<file path="config.mk">
export PLATFORM = sky130hd
export DESIGN_NAME = rtc_core
export DESIGN_NICKNAME = d
export VERILOG_FILES = /design/src/rtl/rtc_pkg.sv /design/src/rtl/rtc_divider.sv /design/src/rtl/rtc_calendar.sv /design/src/rtl/rtc_flags.sv /design/src/rtl/rtc_core.sv
export SDC_FILE = /design/constraint.sdc
export NUM_CORES = 1
export LEC_CHECK = 0
export BUFFER_PORTS_ARGS = -buffer_cell sky130_fd_sc_hd__buf_2
export CAP_MARGIN = 20
export CORE_MARGIN = 1
export CORE_UTILIZATION = 30
export DETAILED_ROUTE_END_ITERATION = 6
export HOLD_SLACK_MARGIN = 0.02
export SETUP_SLACK_MARGIN = 0.15
export SLEW_MARGIN = 20
export SYNTH_ARGS = -nofsm -noshare
export SYNTH_HDL_FRONTEND = slang
export SYNTH_SLANG_ARGS = --single-unit
</file>
<file path="constraint.sdc">
create_clock -name clk -period 3.6 [get_ports clk]
set_input_delay 0.36 -clock clk [delete_from_list [all_inputs] [get_ports clk]]
set_output_delay 0.36 -clock clk [all_outputs]
set_load 0.005 [all_outputs]
</file>
<file path="src/rtl/rtc_pkg.sv">
package rtc_pkg;

  typedef struct packed {
    logic [5:0] sec;
    logic [5:0] min;
    logic [4:0] hour;
    logic [4:0] day;
    logic [3:0] mon;
    logic [6:0] year;
  } rtc_time_t;

  localparam logic [2:0] DIV_RUN = 3'b010;

  localparam logic [3:0] ADDR_RATE  = 4'd6;
  localparam logic [3:0] ADDR_CTRL  = 4'd7;
  localparam logic [3:0] ADDR_FLAGS = 4'd8;

  function automatic logic [7:0] to_bcd(input logic [6:0] v);
    return {4'(v / 7'd10), 4'(v % 7'd10)};
  endfunction

  function automatic logic [6:0] from_bcd(input logic [7:0] b);
    return 7'(7'(b[7:4]) * 7'd10 + 7'(b[3:0]));
  endfunction

  function automatic logic [4:0] month_len(input logic [3:0] mon, input logic [6:0] year);
    case (mon)
      4'd4, 4'd6, 4'd9, 4'd11: return 5'd30;
      4'd2:                    return (year[1:0] == 2'b00) ? 5'd29 : 5'd28;
      default:                 return 5'd31;
    endcase
  endfunction

  function automatic rtc_time_t advance(input rtc_time_t t);
    rtc_time_t n;
    n = t;
    if (t.sec < 6'd59) n.sec = t.sec + 6'd1;
    else begin
      n.sec = '0;
      if (t.min < 6'd59) n.min = t.min + 6'd1;
      else begin
        n.min = '0;
        if (t.hour < 5'd23) n.hour = t.hour + 5'd1;
        else begin
          n.hour = '0;
          if (t.day < month_len(t.mon, t.year)) n.day = t.day + 5'd1;
          else begin
            n.day = 5'd1;
            if (t.mon < 4'd12) n.mon = t.mon + 4'd1;
            else begin
              n.mon  = 4'd1;
              n.year = (t.year < 7'd99) ? t.year + 7'd1 : 7'd0;
            end
          end
        end
      end
    end
    return n;
  endfunction

endpackage

</file>
<file path="src/rtl/rtc_divider.sv">
module rtc_divider #(
  parameter int TICKS_PER_SEC = 64,
  parameter int UIP_LEAD      = 4
) (
  input  logic       clk,
  input  logic       rst_n,
  input  logic       tick,
  input  logic [2:0] div_code,
  input  logic [3:0] rate,
  input  logic       set_mode,
  input  logic       div_wr,
  input  logic [2:0] new_div,
  output logic       upd_evt,
  output logic       pf_evt,
  output logic       uip,
  output logic       div_held
);
  import rtc_pkg::*;

  localparam int CW = $clog2(TICKS_PER_SEC);
  localparam logic [CW-1:0] LAST    = CW'(TICKS_PER_SEC - 1);
  localparam logic [CW-1:0] HALF    = CW'(TICKS_PER_SEC / 2);
  localparam logic [CW-1:0] UIP_PRE = CW'(TICKS_PER_SEC - UIP_LEAD - 1);

  logic [CW-1:0] cnt;
  logic          running, release_evt, pf_ok;
  logic [CW-1:0] pmask;

  function automatic logic [CW-1:0] rate_mask(input logic [3:0] r);
    logic [CW-1:0] m;
    for (int i = 0; i < CW; i++) m[i] = (i < int'(r) - 1);
    return m;
  endfunction

  assign div_held    = (div_code[2:1] == 2'b11);
  assign running     = (div_code == DIV_RUN);
  assign release_evt = div_wr && div_held && (new_div == DIV_RUN);
  assign pmask       = rate_mask(rate);
  assign pf_ok       = (rate != 4'd0) && (int'(rate) - 1 <= CW);

  assign upd_evt = running && tick && (cnt == LAST) && !set_mode;
  assign pf_evt  = running && tick && pf_ok && ((cnt & pmask) == pmask);

  always_ff @(posedge clk or negedge rst_n) begin
    if (!rst_n)                cnt <= '0;
    else if (release_evt)      cnt <= set_mode ? '0 : HALF;
    else if (div_held)         cnt <= '0;
    else if (running && tick)  cnt <= (cnt == LAST) ? '0 : cnt + 1'b1;
  end

  always_ff @(posedge clk or negedge rst_n) begin
    if (!rst_n)                     uip <= 1'b0;
    else if (set_mode || !running)  uip <= 1'b0;
    else if (upd_evt)               uip <= 1'b0;
    else if (tick && cnt == UIP_PRE) uip <= 1'b1;
  end

endmodule

</file>
<file path="src/rtl/rtc_calendar.sv">
module rtc_calendar (
  input  logic               clk,
  input  logic               rst_n,
  input  logic               upd_evt,
  input  logic               field_wr,
  input  logic [2:0]         field_sel,
  input  logic [6:0]         field_val,
  output rtc_pkg::rtc_time_t cur
);
  import rtc_pkg::*;

  localparam rtc_time_t RESET_TIME = '{sec: 6'd0, min: 6'd0, hour: 5'd0,
                                       day: 5'd1, mon: 4'd1, year: 7'd0};

  rtc_time_t nxt;

  always_comb begin
    nxt = upd_evt ? advance(cur) : cur;
    if (field_wr) begin
      case (field_sel)
        3'd0:    nxt.sec  = field_val[5:0];
        3'd1:    nxt.min  = field_val[5:0];
        3'd2:    nxt.hour = field_val[4:0];
        3'd3:    nxt.day  = field_val[4:0];
        3'd4:    nxt.mon  = field_val[3:0];
        default: nxt.year = field_val;
      endcase
    end
  end

  always_ff @(posedge clk or negedge rst_n) begin
    if (!rst_n) cur <= RESET_TIME;
    else        cur <= nxt;
  end

endmodule

</file>
<file path="src/rtl/rtc_flags.sv">
module rtc_flags (
  input  logic       clk,
  input  logic       rst_n,
  input  logic       pf_set,
  input  logic       uf_set,
  input  logic       rd_clr,
  input  logic [2:0] enables,
  output logic [2:0] flags,
  output logic       irq
);
  logic [2:0] set_vec;

  assign set_vec = {pf_set, 1'b0, uf_set};

  always_ff @(posedge clk or negedge rst_n) begin
    if (!rst_n)      flags <= '0;
    else if (rd_clr) flags <= set_vec;
    else             flags <= flags | set_vec;
  end

  assign irq = |(flags & enables);

endmodule

</file>
<file path="src/rtl/rtc_core.sv">
module rtc_core #(
  parameter int TICKS_PER_SEC = 64,
  parameter int UIP_LEAD      = 4
) (
  input  logic       clk,
  input  logic       rst_n,
  input  logic       tick,
  input  logic       host_wr,
  input  logic       host_rd,
  input  logic [3:0] host_addr,
  input  logic [7:0] host_wdata,
  output logic [7:0] host_rdata,
  output logic       host_rvalid,
  output logic       irq
);
  import rtc_pkg::*;

  logic [2:0] div_q;
  logic [3:0] rate_q;
  logic       set_q, pie_q, aie_q, uie_q, bin_q;
  logic       upd_evt, pf_evt, uip, div_held;
  logic       field_wr, rate_wr, ctrl_wr, flag_rd;
  logic [6:0] field_val;
  logic [2:0] flags;
  rtc_time_t  cur;
  logic [7:0] rd_mux;
  logic       unused_wbits;

  assign field_wr  = host_wr && (host_addr < 4'd6);
  assign rate_wr   = host_wr && (host_addr == ADDR_RATE);
  assign ctrl_wr   = host_wr && (host_addr == ADDR_CTRL);
  assign flag_rd   = host_rd && (host_addr == ADDR_FLAGS);
  assign field_val = bin_q ? host_wdata[6:0] : from_bcd(host_wdata);
  assign unused_wbits = ^{host_wdata[3], host_wdata[1:0]};

  always_ff @(posedge clk or negedge rst_n) begin
    if (!rst_n) begin
      div_q  <= 3'b110;
      rate_q <= 4'd0;
    end else if (rate_wr) begin
      div_q  <= host_wdata[6:4];
      rate_q <= host_wdata[3:0];
    end
  end

  always_ff @(posedge clk or negedge rst_n) begin
    if (!rst_n) {set_q, pie_q, aie_q, uie_q, bin_q} <= '0;
    else if (ctrl_wr) begin
      set_q <= host_wdata[7];
      pie_q <= host_wdata[6];
      aie_q <= host_wdata[5];
      uie_q <= host_wdata[4];
      bin_q <= host_wdata[2];
    end
  end

  rtc_divider #(.TICKS_PER_SEC(TICKS_PER_SEC), .UIP_LEAD(UIP_LEAD)) div_i (
    .clk(clk), .rst_n(rst_n), .tick(tick), .div_code(div_q), .rate(rate_q),
    .set_mode(set_q), .div_wr(rate_wr), .new_div(host_wdata[6:4]),
    .upd_evt(upd_evt), .pf_evt(pf_evt), .uip(uip), .div_held(div_held)
  );

  rtc_calendar cal_i (
    .clk(clk), .rst_n(rst_n), .upd_evt(upd_evt), .field_wr(field_wr),
    .field_sel(host_addr[2:0]), .field_val(field_val), .cur(cur)
  );

  rtc_flags flg_i (
    .clk(clk), .rst_n(rst_n), .pf_set(pf_evt), .uf_set(upd_evt), .rd_clr(flag_rd),
    .enables({pie_q, aie_q, uie_q}), .flags(flags), .irq(irq)
  );

  function automatic logic [7:0] show(input logic [6:0] v, input logic bin);
    return bin ? {1'b0, v} : to_bcd(v);
  endfunction

  always_comb begin
    case (host_addr)
      4'd0:       rd_mux = show(7'(cur.sec), bin_q);
      4'd1:       rd_mux = show(7'(cur.min), bin_q);
      4'd2:       rd_mux = show(7'(cur.hour), bin_q);
      4'd3:       rd_mux = show(7'(cur.day), bin_q);
      4'd4:       rd_mux = show(7'(cur.mon), bin_q);
      4'd5:       rd_mux = show(cur.year, bin_q);
      ADDR_RATE:  rd_mux = {uip, div_q, rate_q};
      ADDR_CTRL:  rd_mux = {set_q, pie_q, aie_q, uie_q, 1'b0, bin_q, 2'b00};
      ADDR_FLAGS: rd_mux = {irq, flags[2], flags[1], flags[0], 4'b0000};
      default:    rd_mux = 8'h00;
    endcase
  end

  always_ff @(posedge clk or negedge rst_n) begin
    if (!rst_n) begin
      host_rdata  <= '0;
      host_rvalid <= 1'b0;
    end else begin
      host_rvalid <= host_rd;
      if (host_rd) host_rdata <= rd_mux;
    end
  end

endmodule

</file>
After elaboration in Yosys (flattened, before gate mapping). Cells that the tools add are included. W data, S select, Z words.

Flip-flop bits (word level): 64. Output and inout port bits: 10. Input bits: 17. Logic and storage cells: 146.

Bitwise logic cells: 3. Div/mod/pow operators: 12. $add $sub $neg: 9. $mul: 1. Reductions and logical operators: 25. Muxes and demuxes: 41. Equality and inequality tests: 23. $lt $le $gt $ge: 14.

Operator list (number): $pmux W8 S9 (1); $mux W33 (2); $lt A3 B32 Y1 const A (2); $lt A4 B32 Y1 const A (2); $mux W6 (9); $mux W8 (6); $mux W5 (7); $le A32 B4 Y1 const B (1); $lt A1 B32 Y1 const A (1); $lt A2 B32 Y1 const A (1); $mux W7 (4); $mux W27 (1); $eq A4 B3 Y1 const B (6); $mux W21 (1); $add A6 B1 Y6 const B (3); $mux W16 (1); $div A5 B4 Y7 const B (2); $div A6 B4 Y7 const B (2); $mod A5 B4 Y7 const B (2); $mod A6 B4 Y7 const B (2); $logic_and A1 B1 Y1 (13); $eq A3 B2 Y1 const B (4); $eq A4 B2 Y1 const B (3); $eq A4 B4 Y1 const B (3); 40 further kinds (49).

Logic depth before layout (Yosys ltp). Gate-level depths: netlist (run 1).

Depth after elaboration: 14. Depth in mapped cells: 16. Gate-level depth less buffers: 15.

Hierarchy. Synthesis (run 1) repeated with hierarchy kept, for this count alone.

Cell total of the unflattened synthesis: 783. Area total of the unflattened synthesis: 6288.5 um2.

By module, submodules not included: rtc_core (area each 3310.7 um2, cells an instance 443, instances 1, seq. area each 528.0 um2); rtc_calendar (area each 2318.5 um2, cells an instance 265, instances 1, seq. area each 828.3 um2); rtc_divider (area each 570.5 um2, cells an instance 67, instances 1, seq. area each 175.2 um2); rtc_flags (area each 88.8 um2, cells an instance 8, instances 1, seq. area each 50.0 um2).

Worst setup path before layout (run 1). OpenSTA, ideal clock, no wires.

Path type: reg-to-reg. Start point: reg, netlist name cal_i.cur[32]. End point: reg host_rdata[2]. Path buffers: 1. Arrival time: 3.034 ns. Clock period less this slack: 3.160 ns. Data required time: 3.474 ns. Library setup time: 0.126 ns. Cell stages (with the launch flop): 15. Slack: 0.440 ns. Path through: dfrtp_1 > clkbuf_1 > inv_1 > maj3_1 > a21boi_0 > xor2_1 > ha_1 > nor2b_1 > a2111oi_0 > o2bb2ai_1 > nand4_1 > o21ai_0 > and3b_1 > o2111ai_1 > a221o_1.

Word-level cells in the longest chain between the ends: 3.

Ends and longest elaborated chain: $mod A6 B4 Y7 (line rtc_pkg.sv:19) `return {4'(v / 7'd10), 4'(v % 7'd10)};`; $mux W8 (line rtc_core.sv:74) `return bin ? {1'b0, v} : to_bcd(v);`; $pmux W8 S9 (line rtc_core.sv:78) `case (host_addr)`; to (signal assigned) (line rtc_core.sv:98) `if (host_rd) host_rdata <= rd_mux;`; to (decl) (line rtc_core.sv:12) `output logic [7:0] host_rdata,`.

Every way passes these cells. A chain may end at the register's enable or synchronous reset.

Worst setup path after layout (run 1).
Start point: reg, netlist name cal_i.cur[24]. End point: reg host_rdata[2].

Word-level cells in the longest chain between the ends: 3.

Ends and longest elaborated chain (line): $mod A6 B4 Y7 (rtc_pkg.sv:19); $mux W8 (rtc_core.sv:74); $pmux W8 S9 (rtc_core.sv:78).

Every way passes these cells.

==> flow_summary_export.csv, run 1 <==
group,metric,value,unit
clock_tree,cts_tree,"done",
synth,synth.area.top_cells,"dfrtp_1 25%, ha_1 9.0%, o21ai_0 6.3%",
die,die-area,0.02055,mm²
die,die_h,143.3,µm
clock_tree,cts-root-buf,"clkbuf_16",
detailed_routing,antenna_left,0,
critical_path,regToRegStartpoint,"cal_i.cur[24]",
clock_tree,htree_levels,3,
synth,synthCells,781,
timing,min_period,3.249,ns
detailed_routing,dr.pass1.iters,5,
die,core,0.01953,mm²
critical_path,critPathRequiredTime,3.83,ns
timing,hold_ws,0.02739,ns
finish,fill_cells,2114,
critical_path,crit_start,"cal_i.cur[24]",
synth,ys.flop_type,"dfrtp_1",
clock_tree,clk_pin_slew,0.06,ns
clock_tree,hold_buffers,0,
timing,worstMarginPinSlew,0.9444,ns
detailed_routing,drc_errors,0,
finish,postLayoutCoreUtil,34.72,%
clock_tree,cts_buffers,9,
timing,finClkSkew,0.005881,ns
critical_path,endpoint_kind,"flop",
critical_path,arrival,3.48,ns
global_routing,grt_pass1_wl,28520,µm
timing,slew_headroom,36.37,%
die,die_w,143.3,µm
clock_tree,clock_latency,0.35,ns
synth,synth.ff_latch_count,63,
detailed_routing,totalWireLength,18180,µm
critical_path,start_kind,"flop",
hold_path,hold_class,"primary input to asynchronous set/reset pin",
pwr,finalPower,4.072,mW
synth,seq_area_frac_synth,26.39,%
timing,slew_viol_final,0,
timing,setup-violations-final,0,
die,io_pins,27,
synth,synth_area_per_cell,7.674,µm²
timing,clock.fmax,307.8,MHz
timing,rsz0062_at_grt,"yes",
synth,synth_nets,843,
synth,synth_cell_type_count,74,
synth,synth_top_area_share,24.63,%
clock_tree,clockBufferDepth,2,
detailed_routing,drtIter0Drc,569,
placed_design,place.gp.congestion,0.9068,
finish,antennaDiodeCount,0,
finish,final_nets,856,
die,placement_rows,51,
synth,synth-edff-count,0,
timing,hold_viol,0,
detailed_routing,vias,5831,
die,start_util,30.69,%
synth,synth_area,0.005993,mm²
outcome,outcome,"finished, final reports clean",
finish,synthToLayoutAreaGrowth,13.13,%
pwr,ir_drop,0.2902,mV
timing,finalCritPeriodShare,90.25,%
timing,tns,0,ns
pwr,static-leakage-power,2.836,nW
critical_path,critPathKind,"flop to flop",
synth,yosysWarnings,0,
flow_run,cap_viol_max_count,0,
synth,async_flop_share,100.0,%
critical_path,path_max_fanout,12,
synth,synth_largest_area_cell,"dfrtp_1",
detailed_routing,via_per_inst,5.480,
global_routing,antenna_found_initial,0,
global_routing,grt_overflow,0,
global_routing,grt_max_degree,49,
critical_path,r2r_slack,0.35,ns
placed_design,port-buffer-count,26,
global_routing,grt_usage,18.06,%
clock_tree,clock-sinks,63,
placed_design,hpwl,13460,µm
detailed_routing,wl_per_cell,17.09,µm
global_routing,grt_pass1_vias,5124,
finish,drive_gt1_share,11.64,%
pwr,powerDensity,600.5,mW/mm²
-- power by group --
group          internal, mW  switching, mW
Combinational         0.798           1.11
Clock                 0.625          0.345
Sequential            0.878          0.314
Total                  2.30           1.77
-- path summary, 6_finish.rpt --
check                                     end  cells past startpoint
worst max register to register  host_rdata[2]                     11
worst min register to register          aie_q                      1
max in group asynchronous       cal_i.cur[11]                      2
min in group clk                  host_rvalid                      1
worst min-delay path             div_i.cnt[0]                      1
worst max-delay path            host_rdata[2]                     11
-- sequential cells by signal (all words and copies together) (netlist names), 2 cells and up --
register / flops
div_q: 3
cal_i.cur: 33
rate_q: 4
flg_i.flags: 2
host_rdata: 8
div_i.cnt: 6
-- cells by family after synthesis --
kind of cell    share of synthesized area, %
compound gates                         25.64
xor+xnor                               2.777
fa+ha+maj                              9.979
buf+inv                                5.491
flops                                  26.39
mux                                    4.927
simple gates                           24.80
-- cell usage after synthesis, types with 5 or more instances --
| cell | instances |
|---|---|
| nand2_1 | 83 |
| o21ai_0 | 75 |
| a21oi_1 | 67 |
| nor2_1 | 66 |
| dfrtp_1 | 59 |
| ha_1 | 43 |
| clkbuf_1 | 41 |
| inv_1 | 38 |
| nand3_1 | 36 |
| nor2b_1 | 24 |
| nor3_1 | 20 |
| mux2i_1 | 16 |
| nand2b_1 | 14 |
| xnor2_1 | 13 |
| a31oi_1 | 11 |
| mux2_2 | 10 |
| nand4_1 | 9 |
| a211oi_1 | 8 |
| and3_1 | 7 |
| o211ai_1 | 7 |
| and2_1 | 6 |
| nand3b_1 | 6 |
| o2111ai_1 | 6 |
| o22ai_1 | 6 |
| xor2_1 | 6 |
| a21boi_0 | 5 |
| a22o_1 | 5 |
| nor4_1 | 5 |
| o21a_1 | 5 |
| o31ai_1 | 5 |
-- worst max-delay path, cell delays in order, from the launching register on --
cell and delay (ns):
dfrtp_1 0.50, maj3_1 0.40, a21boi_1 0.24, xor2_1 0.10, ha_1 0.26, nor2b_1 0.15
a2111oi_0 0.43, o2bb2ai_1 0.23, nor3b_1 0.19, o211ai_1 0.16, o2111ai_1 0.14, a221o_1 0.33
-- cell usage in the layout, fill, tap and decap left out, drive strengths merged, types with 5 or more instances in the layout --
master	n
a211oi	8
a21boi	5
a21oi	67
a22o	5
a31oi	12
and2	6
and3	7
buf	49
clkbuf	11
dfrtp	59
ha	43
inv	38
mux2	10
mux2i	16
nand2	84
nand2b	14
nand3	36
nand3b	6
nand4	9
nor2	66
nor2b	24
nor3	20
nor4	6
o2111ai	6
o211ai	7
o21a	5
o21ai	76
o22ai	6
o31ai	5
xnor2	13
xor2	6
-- area by class of cell --
class	instances	area [µm²]	share of cell area, %
sequential	63	1582	23.33
clock inverter	5	81.33	1.199
inverter	38	142.6	2.104
multi-input combinational	633	4095	60.40
timing repair buffer	49	305.3	4.503
tap	265	331.6	4.890
clock buffer	11	242.7	3.580
-- per-layer routing --
metal  global-route usage, %  routed length, µm  vias up
li1                        -                  -     2853
met1                   26.16               8730     2786
met2                   26.98               8101      162
met3                   3.099                948       30
met4                   5.823                400        0
met5                       0                  0        -
-- through the flow --
stage / cells / setup slack, ns / cell area, µm²
floorplan: 781 / 0.4401 / 5993
global placement: 1048 / 0.3837 / 6441
detailed placement: 1048 / 0.2197 / 6444
CTS: 1064 / 0.2045 / 6768
global route: 1064 / 0.1014 / 6780
finish: 1064 / 0.3509 / 6780
-- repair_timing --
action,in CTS,in global routing
resized for setup,0,6
endpoints found under the setup margin,0,3
buffers inserted,0,0
(Power assumes the default switching activity.)
==> run 2, diff against run 1 <==
==> constraint.sdc (replaced) <==
create_clock -name clk -period 3.6 [get_ports clk]
set_input_delay 0.72 -clock clk [delete_from_list [all_inputs] [get_ports clk]]
set_output_delay 0.72 -clock clk [all_outputs]
set_load 0.005 [all_outputs]
==> run 2 against run 1 <==
  * Sequential share of layout area rose by 0.21 points
  * Non-clock buffer count fell by 2
  * Die area did not move
  * Clock skew rose by 0.0048 ns
  * Setup slack improved by 0.054 ns
  * Wire length barely moved
  * Critical path type unchanged
==> flow_summary_export.csv, run 2 (synthesis gave the netlist of run 1 again) <==
group,metric,value,unit
critical_path,cpLargestDelayFamily,"compound AO/OA/AOI/OAI gates",
pwr,powerDensity,589.3,mW/mm²
global_routing,grt_max_degree,38,
die,die_w,143.3,µm
global_routing,antenna_found_initial,0,
die,io_pins,27,
detailed_routing,via_per_inst,5.529,
detailed_routing,antenna_left,0,
finish,final_common_cell,"nand2_1",
die,core,0.01953,mm²
critical_path,critical_path_buf_inv_count,0,
timing,finClkSkew,0.01071,ns
detailed_routing,drtIter0Drc,567,
clock_tree,clk_pin_slew,0.06,ns
timing,min_period,3.195,ns
finish,final_nets,854,
critical_path,max_stage_delay,0.50,ns
timing,finalCritPeriodShare,88.75,%
placed_design,place.gp.congestion,0.9174,
detailed_routing,vias,5872,
clock_tree,clock_latency,0.35,ns
pwr,static-leakage-power,2.810,nW
timing,hold_ws,0.3787,ns
critical_path,crit_chain,"maj3_1 -> a21boi_1 -> xor2_1 -> ha_1 -> nor2b_1 -> a2111oi_1 -> o2bb2ai_1 -> nor3b_1 -> o211ai_1 -> o2111ai_1 -> a221o_1",
clock_tree,cts_tree,"done",
finish,fill_cells,2136,
timing,slew_viol_final,0,
clock_tree,cts_buffers,9,
pwr,ir_drop,0.2032,mV
pwr,finalPower,3.959,mW
finish,synthToLayoutAreaGrowth,12.11,%
timing,setup-violations-final,0,
finish,largest_reg_flops,33,
die,die_h,143.3,µm
finish,final_cell_mix,"83 x nand2_1, 75 x o21ai_0, 67 x a21oi_1",
die,start_util,30.69,%
placed_design,hpwl,13490,µm
global_routing,grt_overflow,0,
critical_path,slowest_stage,"dfrtp_1",
die,die-area,0.02055,mm²
clock_tree,hold_buffers,0,
finish,antennaDiodeCount,0,
finish,drive_gt1_share,11.42,%
outcome,outcome,"finished, final reports clean",
global_routing,grt_pass1_vias,5436,
finish,biggestRegsByFlops,"cal_i.cur: 33 flops, host_rdata: 8 flops, div_i.cnt: 6 flops",
clock_tree,clockBufferDepth,2,
flow_run,cap_viol_max_count,0,
detailed_routing,dr.pass1.iters,7,
timing,slew_headroom,40.61,%
finish,postLayoutCoreUtil,34.41,%
timing,hold_viol,0,
hold_path,hold_class,"primary input to asynchronous set/reset pin",
critical_path,start_kind,"flop",
global_routing,grt_usage,18.39,%
timing,tns,0,ns
clock_tree,clock-sinks,63,
timing,worstMarginPinSlew,0.8815,ns
critical_path,arrival,3.42,ns
global_routing,grt_pass1_wl,29300,µm
finish,ff_latch_area,0.001582,mm²
timing,clock.fmax,313.0,MHz
clock_tree,cts-root-buf,"clkbuf_16",
finish,top_register,"cal_i.cur",
detailed_routing,totalWireLength,18200,µm
clock_tree,htree_levels,3,
detailed_routing,drc_errors,0,
critical_path,path_max_fanout,12,
critical_path,endpoint_kind,"flop",
detailed_routing,wl_per_cell,17.13,µm
timing,rsz0062_at_grt,"yes",
finish,multi_input_area,0.004085,mm²
placed_design,port-buffer-count,26,
die,placement_rows,51,
critical_path,critPathRequiredTime,3.83,ns
critical_path,critPathKind,"flop to flop",
==> run 2: area by class of cell <==
class	instances	share of cell area (%)
clock inverters	6	0.9125
clock buffers	10	3.408
multi-input cells	633	60.80
inverters	38	2.123
well taps	265	4.935
repair buffers	47	4.283
flip-flops and latches	63	23.54
==> run 2: stage by stage <==
| stage | setup WS (ns) | std cells | area [µm²] |
|---|---|---|---|
| 6_report | 0.4049 | 1062 | 6719 |
| 5_1_grt | 0.1203 | 1062 | 6719 |
| 4_1_cts | 0.3554 | 1062 | 6716 |
| 3_5_place_dp | 0.3845 | 1046 | 6426 |
| 3_3_place_gp | 0.4775 | 1046 | 6426 |
| 2_1_floorplan | 0.4401 | 781 | 5993 |
==> run 2: final timing paths <==
| path | startpoint | to | slack [ns] | cells after the start |
|---|---|---|---|---|
| max | cal_i.cur[24] | host_rdata[2] | 0.40 | 11 |
| min | rst_n | div_i.cnt[4] | 0.38 | 2 |
| min reg2reg | host_rdata[5] | host_rdata[5] | 0.51 | 1 |
| max reg2reg | cal_i.cur[24] | host_rdata[2] | 0.40 | 11 |
| max in group asynchronous | rst_n | cal_i.cur[11] | 2.80 | 2 |
| min in group clk | host_rdata[5] | host_rdata[5] | 0.51 | 1 |
==> run 2: power breakdown <==
group | switching (mW) | internal [mW]
Clock | 0.340 | 0.533
Sequential | 0.323 | 0.878
Combinational | 1.09 | 0.792
==> run 2: worst reg2reg max path, delay by kind of cell, from the launching register on <==
kind / cells / cell delay [ns]
AOI/OAI and AO/OA: 6 / 1.46
adders and majority gates: 2 / 0.67
DFF: 1 / 0.50
and+or+nand+nor: 2 / 0.34
xor gates and xnor gates: 1 / 0.11
==> run 2: per-layer routing <==
metal	global-route usage (%)	part of all wire [%]	vias to the layer above
met5	0	0	-
met4	5.151	1.6	0
met3	3.266	4.8	23
met2	29.01	46	152
met1	25.61	48	2835
li1	-	-	2862
==> run 2: repair_timing <==
action                                  4_1_cts  5_1_grt
endpoints found under the setup margin        0        2
setup buffers                                 0        0
resized for setup                             0        6
